### src/rtl/uart_txflag_pkg.sv
package uart_txflag_pkg;

  // next value of a set/clear flag where set wins
  function automatic logic sticky_next(logic cur, logic set, logic clr);
    return set | (cur & ~clr);
  endfunction

  // a buffered byte may enter the serializer when it is idle or finishing
  function automatic logic may_load(logic full, logic busy, logic ending);
    return full & (~busy | ending);
  endfunction

endpackage

### src/rtl/txf_buffer.sv
module txf_buffer #(
  parameter int DW = 8
) (
  input  logic          clk,
  input  logic          rst_n,
  input  logic          wr_en,
  input  logic [DW-1:0] wr_data,
  input  logic          take,
  output logic          full,
  output logic [DW-1:0] hold_data
);
  logic wr_accept;
  assign wr_accept = wr_en & ~full;

  always_ff @(posedge clk) begin
    if (!rst_n) begin
      full      <= 1'b0;
      hold_data <= '0;
    end else begin
      if (take)           full <= 1'b0;
      else if (wr_accept) full <= 1'b1;
      if (wr_accept) hold_data <= wr_data;
    end
  end

  a_r2_take_empties: assert property (@(posedge clk) disable iff (!rst_n)
    take |=> !full);
  a_r4_full_write_ignored: assert property (@(posedge clk) disable iff (!rst_n)
    (wr_en && full) |=> $stable(hold_data));
endmodule

### src/rtl/txf_shift_track.sv
module txf_shift_track
  import uart_txflag_pkg::*;
#(
  parameter int DW = 8
) (
  input  logic          clk,
  input  logic          rst_n,
  input  logic          buf_full,
  input  logic [DW-1:0] buf_data,
  input  logic          ser_done,
  output logic          load,
  output logic          frame_end,
  output logic [DW-1:0] shift_data
);
  logic busy;

  assign frame_end = ser_done & busy;
  assign load      = may_load(buf_full, busy, frame_end);

  always_ff @(posedge clk) begin
    if (!rst_n) begin
      busy       <= 1'b0;
      shift_data <= '0;
    end else begin
      if (load)           busy <= 1'b1;
      else if (frame_end) busy <= 1'b0;
      if (load) shift_data <= buf_data;
    end
  end

  a_r6_stray_done_idle: assert property (@(posedge clk) disable iff (!rst_n)
    (ser_done && !busy && !buf_full) |=> !busy);
  a_r3_back_to_back: assert property (@(posedge clk) disable iff (!rst_n)
    (frame_end && buf_full) |=> busy);
endmodule

### src/rtl/txf_complete_flag.sv
module txf_complete_flag
  import uart_txflag_pkg::*;
(
  input  logic clk,
  input  logic rst_n,
  input  logic frame_end,
  input  logic buf_full,
  input  logic wr_clear,
  input  logic ack,
  output logic flag
);
  logic set_evt, clr_evt;

  assign set_evt = frame_end & ~buf_full;
  assign clr_evt = wr_clear | ack;

  always_ff @(posedge clk) begin
    if (!rst_n) flag <= 1'b0;
    else        flag <= sticky_next(flag, set_evt, clr_evt);
  end

  a_r5_set_on_idle_end: assert property (@(posedge clk) disable iff (!rst_n)
    set_evt |=> flag);
  a_r9_set_beats_clear: assert property (@(posedge clk) disable iff (!rst_n)
    (set_evt && clr_evt) |=> flag);
  a_r7_clear_works: assert property (@(posedge clk) disable iff (!rst_n)
    (clr_evt && !set_evt) |=> !flag);
  a_r7_hold_without_events: assert property (@(posedge clk) disable iff (!rst_n)
    (!clr_evt && !set_evt && flag) |=> flag);
endmodule

### src/rtl/uart_txflag_ctrl.sv
module uart_txflag_ctrl #(
  parameter int DW = 8
) (
  input  logic          clk,
  input  logic          rst_n,
  input  logic          host_wr,
  input  logic [DW-1:0] host_wdata,
  input  logic          stat_wr,
  input  logic          stat_wdone,
  input  logic          ser_done,
  input  logic          ack_done,
  input  logic          en_irq_empty,
  input  logic          en_irq_done,
  output logic          ser_load,
  output logic [DW-1:0] ser_data,
  output logic          flag_empty,
  output logic          flag_done,
  output logic          irq_empty,
  output logic          irq_done
);
  logic          buf_full;
  logic [DW-1:0] buf_data;
  logic          frame_end;
  logic          wr_clear;

  assign wr_clear = stat_wr & stat_wdone;

  txf_buffer #(.DW(DW)) u_buf (
    .clk(clk), .rst_n(rst_n), .wr_en(host_wr), .wr_data(host_wdata),
    .take(ser_load), .full(buf_full), .hold_data(buf_data)
  );

  txf_shift_track #(.DW(DW)) u_shift (
    .clk(clk), .rst_n(rst_n), .buf_full(buf_full), .buf_data(buf_data),
    .ser_done(ser_done), .load(ser_load), .frame_end(frame_end),
    .shift_data(ser_data)
  );

  txf_complete_flag u_done (
    .clk(clk), .rst_n(rst_n), .frame_end(frame_end), .buf_full(buf_full),
    .wr_clear(wr_clear), .ack(ack_done), .flag(flag_done)
  );

  assign flag_empty = ~buf_full;
  assign irq_empty  = en_irq_empty & flag_empty;
  assign irq_done   = en_irq_done & flag_done;

  a_r10_irq_needs_enable: assert property (@(posedge clk) disable iff (!rst_n)
    (irq_empty || irq_done) |-> (en_irq_empty || en_irq_done));
  a_r7_zero_write_no_effect: assert property (@(posedge clk) disable iff (!rst_n)
    (stat_wr && !stat_wdone && !ack_done && flag_done) |=> flag_done);
endmodule

### config.mk
export PLATFORM = sky130hd
export DESIGN_NAME = uart_txflag_ctrl
export DESIGN_NICKNAME = d
export VERILOG_FILES = /design/src/rtl/uart_txflag_pkg.sv /design/src/rtl/txf_buffer.sv /design/src/rtl/txf_shift_track.sv /design/src/rtl/txf_complete_flag.sv /design/src/rtl/uart_txflag_ctrl.sv
export SDC_FILE = /design/constraint.sdc
export NUM_CORES = 1
export LEC_CHECK = 0
export BUFFER_PORTS_ARGS = -buffer_cell sky130_fd_sc_hd__buf_4
export CAP_MARGIN = 20
export CORE_MARGIN = 2
export CORE_UTILIZATION = 26
export CTS_CLUSTER_SIZE = 20
export DETAILED_ROUTE_END_ITERATION = 12
export GPL_TIMING_DRIVEN = 0
export MAX_ROUTING_LAYER = met4
export PLACE_DENSITY_LB_ADDON = 0.05
export SYNTH_ARGS = -nofsm -noshare
export SYNTH_HDL_FRONTEND = slang
export SYNTH_SLANG_ARGS = --single-unit
### constraint.sdc
create_clock -name clk -period 1.2 [get_ports clk]
set_clock_uncertainty 0.15 [all_clocks]
set_input_delay 0.24 -clock clk [delete_from_list [all_inputs] [get_ports clk]]
set_output_delay 0.24 -clock clk [all_outputs]
set_load 0.02 [all_outputs]
* Word level (Yosys, flattened, before mapping)
Index checks and enable logic that the tools add are counted.
** Operators by class
- Muxes and demuxes :: 2
- Bitwise operators :: 15
- Reductions and logical operators :: 2
** Operator list (count)
- AND 1 bit :: 8
- NOT 1 bit :: 4
- bitwise OR 1 bit :: 3
- two-way mux 1 bit :: 2
- nonzero test 2 bit :: 1
- OR reduction 2 bit :: 1
** Storage, ports and cells
- Flip-flop bits (word level) :: 19
- Bits of input ports :: 17
- Output and inout port bits :: 13
- Logic and storage cells :: 24

* Logic depth before layout (Yosys ltp)
Gate-level depths: netlist (run 1).
- Depth after elaboration :: 5
- Depth in mapped cells :: 4
- Mapped depth without buffers :: 3

* By module
A second synthesis (run 1) with hierarchy kept.
** Unflattened totals
- Cell total of the unflattened synthesis :: 87
- Area, all modules :: 827.0 um2
** By module, submodules not included
- txf_shift_track :: instances 1, cells an instance 40, area each 381.6 um2, sequential area each 180.2 um2
- txf_buffer :: instances 1, cells an instance 39, area each 379.1 um2, sequential area each 180.2 um2
- txf_complete_flag :: instances 1, cells an instance 4, area each 43.8 um2, sequential area each 20.0 um2
- uart_txflag_ctrl :: instances 1, cells an instance 4, area each 22.5 um2, sequential area each 0.0 um2

* Worst setup path after synthesis (run 1)
Ideal clock, no wire load.
- Path kind :: reg2reg
- Start point :: reg u_buf.full
- End point :: reg u_buf.hold_data[0]
- Setup time :: 0.116 ns
- Arrival time :: 0.823 ns
- Required time :: 0.934 ns
- Slack :: 0.111 ns
- Stages on the path, launching flop included :: 5
- Path buffers :: 1
- Clock period less this slack :: 1.089 ns
- Path through :: dfxtp_1 nor2b_1 buf_4 mux2i_1 nor2b_1
** Between the ends
- Longest elaborated chain between the ends :: 2
** RTL lines
- from (decl) :: RTL line txf_buffer.sv:9 : output logic full,
- from (signal assigned) :: RTL line txf_buffer.sv:17 : full <= 1'b0;
- from (signal assigned) :: RTL line txf_buffer.sv:20 : if (take) full <= 1'b0;
- from (signal assigned) :: RTL line txf_buffer.sv:21 : else if (wr_accept) full <= 1'b1;
- NOT 1 bit :: RTL line txf_buffer.sv:13 : assign wr_accept = wr_en & ~full;
- AND 1 bit :: RTL line txf_buffer.sv:13
- to (signal assigned) :: RTL line txf_buffer.sv:22 : if (wr_accept) hold_data <= wr_data;
- to (decl) :: RTL line txf_buffer.sv:10 : output logic [DW-1:0] hold_data
No other way between the ends.
A chain may end at the register's enable or synchronous reset.

* Worst setup path after layout (run 1)
- Start point :: reg u_shift.busy
- End point :: out ser_load
** Between the ends
- Longest elaborated chain between the ends :: 3
- Elaborated cells between the ends (all ways) :: 4
- Classes of those cells :: bitwise: 4
** RTL lines
- from (decl) :: RTL line txf_shift_track.sv:15 : logic busy;
- from (signal assigned) :: RTL line txf_shift_track.sv:22 : busy <= 1'b0;
- from (signal assigned) :: RTL line txf_shift_track.sv:25 : if (load) busy <= 1'b1;
- from (signal assigned) :: RTL line txf_shift_track.sv:26 : else if (frame_end) busy <= 1'b0;
- AND 1 bit / NOT 1 bit (equally long branches) :: RTL line txf_shift_track.sv:17, uart_txflag_pkg.sv:10
- bitwise OR 1 bit * :: RTL line uart_txflag_pkg.sv:10 : return full & (~busy | ending);
- AND 1 bit * :: RTL line uart_txflag_pkg.sv:10
- to (decl) :: RTL line uart_txflag_ctrl.sv:14 : output logic ser_load,
Every way passes the cells marked *; elsewhere a longest branch is shown, timed or not.

==> flow_metrics.py, run 1 <==
metrics = {
    "run_status": {
        "status": "finished, violations left",
        "violations": "negative setup slack",
    },
    "timing": {
        "finalCriticalPeriod_ns": 1.36,
        "timing.final.max_slew_violations": 0,
        "maxSlewHeadroom": 0.738,
        "grt_setup_unrepaired": "yes",
        "maxClockFrequency_mhz": 735,
        "fin_ws_ns": -0.161,
        "timing.final.crit_share": 1.13,
        "worst-slew-pin-transition_ns": 0.394,
        "timing.final.setup_violations": 12,
        "hold_viol": 0,
    },
    "clocking": {
        "worstSkewPairLatency_ns": 0.29,
        "cts_num_sinks": 19,
        "clkTransAtPathRegs_ns": 0.10,
        "cts_buffer_depth": 2,
        "cts_tree": "yes",
        "ctsRootBufferMaster": "sky130_fd_sc_hd__clkbuf_4",
        "hold_buffers_post_cts": 0,
        "ctsHtreeMaxLevel": 1,
        "cts_buffers": 3,
    },
    "placement": {
        "buffers_on_ports": 28,
        "pre_cts_ws_ns": -0.133,
        "place_inst": 136,
        "detailedPlacementHpwl_um": 1100,
        "gpl.final_weighted_congestion": 0.612,
    },
    "die": {
        "dieHeight_um": 58.4,
        "placementRows": 19,
        "initial_utilization": 0.277,
        "core_footprint_um2": 2780,
        "ioPinCount": 30,
        "area_enclosed_by_the_die_boundary_um2": 3420,
        "chipWidth_um": 58.4,
    },
    "flow_run": {
        "cap_violations": 0,
    },
    "synth": {
        "synthesis.area_um2": 771,
        "synth.yosys.seq_area_share": 0.494,
        "syn_inst": 77,
        "postSynthNetCount": 94,
        "synth.distinct_cells": 17,
        "synth_warnings": 0,
        "ys_seq_elements": 19,
        "syn-mean-instance-area_um2": 10.0,
    },
    "cells_and_area": {
        "synthToLayoutAreaGrowth_pct": 45.3,
        "fin_cells": 143,
        "mostFrequentLayoutCells": "25 x sky130_fd_sc_hd__buf_4, 17 x sky130_fd_sc_hd__nand2_1, 16 x sky130_fd_sc_hd__mux2i_1",
        "layout_commonest_cell": "sky130_fd_sc_hd__buf_4",
        "insertedDiodeCount": 0,
        "finish.net_count": 130,
        "finish.utilization": 0.403,
        "final_layout_size_suffix_gt1_frac": 0.482,
    },
    "routing": {
        "route.detailed.vias_per_inst": 4.40,
        "post_drt_wl_per_cell_um": 11.5,
        "detail_route.first_pass.iterations": 4,
        "residual_drc": 0,
        "vias": 629,
        "antenna_violating_nets_post_route": 0,
        "initial_drt_markers": 10,
        "postRouteWirelength_um": 1640,
    },
    "grt": {
        "overflow": 0,
        "grt_util_all_layers": 0.117,
        "first_global_vias": 621,
        "grt_max_degree": 11,
        "grt_first_pass_wirelength_um": 2820,
        "grt_antenna_before_repair": 0,
    },
    "power_and_ir_drop": {
        "irDropWorstVdd_mv": 0.547,
        "static-leakage-power_nw": 0.486,
        "powerDensity_nw_per_um2": 1100,
    },
    "hold_path": {
        "hold-path-cell-count": 3,
        "timing.hold.worst.start": "host_wdata[1]",
        "hold_path_end": "u_buf.hold_data[1]$_SDFFE_PN0P_",
        "worstHoldPathType": "in -> reg",
    },
    "worst_setup_path": {
        "setup.worst_path.class": "reg -> out",
        "crit_path_max_fanout": 2,
        "cp-end-kind": "primary output",
        "regToRegStartpoint": "u_buf.full$_SDFFE_PP0P_",
        "worstReg2RegEnd": "u_buf.hold_data[6]$_SDFFE_PN0P_",
        "worstSetupStartpointType": "flip-flop",
        "timing.reg2reg.worst_path_depth": 5,
        "worst_ep_arrival_time_ns": 0.97,
        "worst-endpoint-required_ns": 0.81,
        "ff2ff_setup_slack_ns": -0.08,
    },
}
critical path, stage by stage (launching register included):
cell                       delay (ns)
sky130_fd_sc_hd__dfxtp_2         0.36
sky130_fd_sc_hd__nand2b_4        0.05
sky130_fd_sc_hd__and2_4          0.14
sky130_fd_sc_hd__buf_6           0.12
cells by family (layout without fill, tap and decap cells):
family                 count (synthesis)  count (layout)  share of synthesized area
AO/OA/AOI/OAI                          3               3                     0.0260
buffers and inverters                  6              41                     0.0503
flip-flops                            19              19                      0.494
multiplexers                          16              16                      0.208
AND/OR/NAND/NOR                       33              33                      0.222
how the worst max path moves through the flow:
stage | startpoint | to | slack, ns | depth (start not counted)
5_1_grt | u_shift.busy$_SDFFE_PN0P_ | ser_load | -0.21 | 3
6_report | u_shift.busy$_SDFFE_PN0P_ | ser_load | -0.16 | 3
4_1_cts | u_shift.busy$_SDFFE_PN0P_ | ser_load | -0.19 | 3
3_3_place_gp | ser_done | ser_load | -0.14 | 5
2_1_floorplan | u_buf.full$_SDFFE_PP0P_ | u_buf.hold_data[0]$_SDFFE_PN0P_ | 0.11 | 4
3_5_place_dp | ser_done | ser_load | -0.13 | 5
stage by stage:
step	hold slack, ns	area (um^2)	power, W	TNS (ns)
after floorplan	0.242	771	0.000819	0
after global placement	0.297	1020	0.000907	-0.205
after detailed placement	0.297	1020	0.000909	-0.193
after CTS	0.0391	1080	0.00125	-0.942
after global routing	0.0496	1120	0.00131	-2.01
final	0.0538	1120	0.00123	-0.901
final cells by class:
class / count / area (um^2)
Tap cell: 31 / 38.8
Fill cell: 305 / 1660
Buffer: 4 / 27.5
Clock buffer: 4 / 26.3
Sequential cell: 19 / 397
Timing Repair Buffer: 32 / 270
Multi-Input combinational cell: 52 / 357
Inverter: 1 / 3.75
repair_timing:
| item | CTS | global route |
|---|---|---|
| pin swaps | 1 | 0 |
| gates resized for setup | 11 | 13 |
| setup buffers | 3 | 2 |
| endpoints found under the setup margin | 6 | 29 |
Yosys cell counts:
cell type,n,area (um^2)
sky130_fd_sc_hd__a21boi_0,2,15.0
sky130_fd_sc_hd__and2_1,1,6.26
sky130_fd_sc_hd__and2_4,1,8.76
sky130_fd_sc_hd__buf_2,1,5.00
sky130_fd_sc_hd__buf_4,2,15.0
sky130_fd_sc_hd__buf_6,1,11.3
sky130_fd_sc_hd__clkbuf_1,1,3.75
sky130_fd_sc_hd__dfxtp_1,19,380
sky130_fd_sc_hd__inv_1,1,3.75
sky130_fd_sc_hd__mux2i_1,16,160
sky130_fd_sc_hd__nand2_1,17,63.8
sky130_fd_sc_hd__nand2b_4,1,13.8
sky130_fd_sc_hd__nand3_1,1,5.00
sky130_fd_sc_hd__nand3b_1,1,7.51
sky130_fd_sc_hd__nor2_1,1,3.75
sky130_fd_sc_hd__nor2b_1,10,62.6
sky130_fd_sc_hd__o21ai_0,1,5.00
report_power, final:
group	switching [W]	internal [W]
sequential	0.0000186	0.000664
clock	0.000186	0.000129
combinational	0.000101	0.000132
metal layers:
| metal | GRT usage | vias up | wire length, um | share of wire |
|---|---|---|---|---|
| met2 | 0.178 | 22 | 766 | 0.47 |
| met1 | 0.136 | 286 | 719 | 0.44 |
| met4 | 0.0698 | 0 | 17 | 0.010 |
| li1 | - | 319 | - | - |
| met3 | 0.0330 | 2 | 137 | 0.084 |
| met5 | - | - | 0 | 0 |
registers in the layout (all words and copies together) (netlist names):
register / count
u_shift.shift_data: 8
u_buf.full: 1
u_done.flag: 1
u_buf.hold_data: 8
u_shift.busy: 1
(Power assumes the default switching activity.)
==> run 2: changes to the inputs <==
Settings changed: PLACE_DENSITY_LB_ADDON 0.05 to not set.
==> run 2 against run 1 <==
  * The flow still finishes with violations (negative setup slack)
  * Maximum frequency down 0.51%
  * Critical path depth unchanged
  * Wire length down 0.37%
  * Sequential cell count unchanged
  * Combinational power up 6%
  * Highest routed layer unchanged
==> flow_metrics.py, run 2 (synthesis results as in run 1) <==
metrics = {
    "run_status": {
        "status": "finished, violations left",
        "violations": "negative setup slack",
    },
    "clocking": {
        "cts_buffer_depth": 2,
        "clkTransAtPathRegs_ns": 0.11,
        "hold_buffers_post_cts": 0,
        "ctsHtreeMaxLevel": 1,
        "worstSkewPairLatency_ns": 0.30,
        "ctsRootBufferMaster": "sky130_fd_sc_hd__clkbuf_4",
        "cts_buffers": 3,
        "cts_tree": "yes",
        "cts_num_sinks": 19,
    },
    "worst_setup_path": {
        "crit_path_max_fanout": 2,
        "crit_path_cell_trace": "nand2b_4 > and2_4 > buf_6",
        "worst-endpoint-required_ns": 0.81,
        "cp-end-kind": "primary output",
        "worst_ep_arrival_time_ns": 0.98,
        "timing.reg2reg.worst_path_depth": 5,
        "setup.worst_path.class": "reg -> out",
        "slowest_delay_ns": 0.36,
        "crit_path_top_delay_cell": "sky130_fd_sc_hd__dfxtp_2",
        "worstSetupStartpointType": "flip-flop",
    },
    "grt": {
        "overflow": 0,
        "grt_first_pass_wirelength_um": 2630,
        "grt_util_all_layers": 0.105,
        "grt_max_degree": 12,
        "grt_antenna_before_repair": 0,
        "first_global_vias": 597,
    },
    "die": {
        "dieHeight_um": 58.4,
        "initial_utilization": 0.277,
        "placementRows": 19,
        "ioPinCount": 30,
        "area_enclosed_by_the_die_boundary_um2": 3420,
        "core_footprint_um2": 2780,
        "chipWidth_um": 58.4,
    },
    "routing": {
        "residual_drc": 0,
        "detail_route.first_pass.iterations": 3,
        "route.detailed.vias_per_inst": 4.39,
        "postRouteWirelength_um": 1630,
        "antenna_violating_nets_post_route": 0,
        "vias": 624,
        "initial_drt_markers": 12,
        "post_drt_wl_per_cell_um": 11.5,
    },
    "cells_and_area": {
        "final_layout_size_suffix_gt1_frac": 0.505,
        "final_cell_area_um2": 1160,
        "layout_commonest_cell": "sky130_fd_sc_hd__buf_4",
        "fin_cells": 142,
        "layout.filler_cells": 290,
        "finish.net_count": 129,
        "synthToLayoutAreaGrowth_pct": 50.0,
        "regArea_um2": 397,
        "multi_input_comb_area_um2": 373,
        "insertedDiodeCount": 0,
        "mostFrequentLayoutCells": "18 x sky130_fd_sc_hd__buf_4, 17 x sky130_fd_sc_hd__nand2_1, 15 x sky130_fd_sc_hd__mux2i_1",
        "biggestRegsByFlops": "u_buf.hold_data: 8 flops, u_shift.shift_data: 8 flops",
    },
    "power_and_ir_drop": {
        "total_power_w": 0.00125,
        "internal_power_w": 0.000930,
        "static-leakage-power_nw": 0.499,
        "p_comb_frac": 0.196,
        "power.switching_w": 0.000324,
        "powerDensity_nw_per_um2": 1080,
        "seq_power_share": 0.547,
        "irDropWorstVdd_mv": 0.793,
        "p_clk_frac": 0.257,
        "power_switching_share": 0.258,
    },
    "timing": {
        "tns_ns": -0.695,
        "maxClockFrequency_mhz": 731,
        "hold_viol": 0,
        "fin_ws_ns": -0.168,
        "timing.final.max_slew_violations": 0,
        "timing.final.crit_share": 1.14,
        "finalCriticalPeriod_ns": 1.37,
        "worst-slew-pin-transition_ns": 0.371,
        "maxSlewHeadroom": 0.753,
        "grt_setup_unrepaired": "yes",
        "timing.final.setup_violations": 12,
    },
    "flow_run": {
        "cap_violations": 0,
    },
    "placement": {
        "place_inst": 136,
        "buffers_on_ports": 28,
        "placed_cell_area_um2": 1020,
        "pre_cts_ws_ns": -0.139,
        "gpl.final_weighted_congestion": 0.644,
    },
    "hold_path": {
        "worstHoldPathType": "in -> reg",
        "hold-path-cell-count": 3,
    },
}
[run 2: worst max-delay path: cells and delay by family, from the launching register on]
family                 cells  cell delay [ns]
DFF                        1             0.36
and+or+nand+nor            2             0.20
buffers and inverters      1             0.13
[run 2: path summary, 6_finish.rpt]
| check | from | end | slack (ns) |
|---|---|---|---|
| worst max-delay path | u_shift.busy$_SDFFE_PN0P_ | ser_load | -0.17 |
| worst min-delay path | host_wdata[6] | u_buf.hold_data[6]$_SDFFE_PN0P_ | 0.04 |
| worst max register to register | u_buf.full$_SDFFE_PP0P_ | u_buf.hold_data[5]$_SDFFE_PN0P_ | -0.06 |
| worst min register to register | u_buf.hold_data[0]$_SDFFE_PN0P_ | u_shift.shift_data[0]$_SDFFE_PN0P_ | 0.32 |
[run 2: stage by stage]
stage,hold slack (ns),util
finish,0.0356,0.416
global route,0.0316,0.416
CTS,0.0334,0.385
detailed placement,0.303,0.367
global placement,0.296,0.367
floorplan,0.242,-
[run 2: what timing repair did]
action | in CTS | in global routing
pin swaps | 0 | 1
buffers inserted | 2 | 1
cloned | 0 | 0
gates resized for setup | 9 | 26
endpoints found under the setup margin | 6 | 29
[run 2: layout make-up]
type | instances | area share
Tap cell | 31 | 0.0335
Clock buffer | 3 | 0.0195
Sequential cell | 19 | 0.343
Clock inverter | 1 | 0.00433
Buffer | 4 | 0.0271
Timing Repair Buffer | 31 | 0.247
Inverter | 1 | 0.00325
Multi-Input combinational cell | 52 | 0.323
[run 2: power by group through the flow]
stage	Clock [W]	Sequential, W	Combinational [W]
after floorplan	0	0.000702	0.000118
after global placement	0	0.000694	0.000207
after detailed placement	0	0.000695	0.000212
after CTS	0.000334	0.000683	0.000220
after global routing	0.000363	0.000690	0.000265
final	0.000322	0.000686	0.000246
[run 2: routing by layer]
layer | part of all wire | routed length [um] | GRT usage
met1 | 0.46 | 753 | 0.131
met2 | 0.45 | 741 | 0.162
met3 | 0.082 | 134 | 0.0440
met4 | 0.0024 | 4 | 0.0199
met5 | 0 | 0 | -
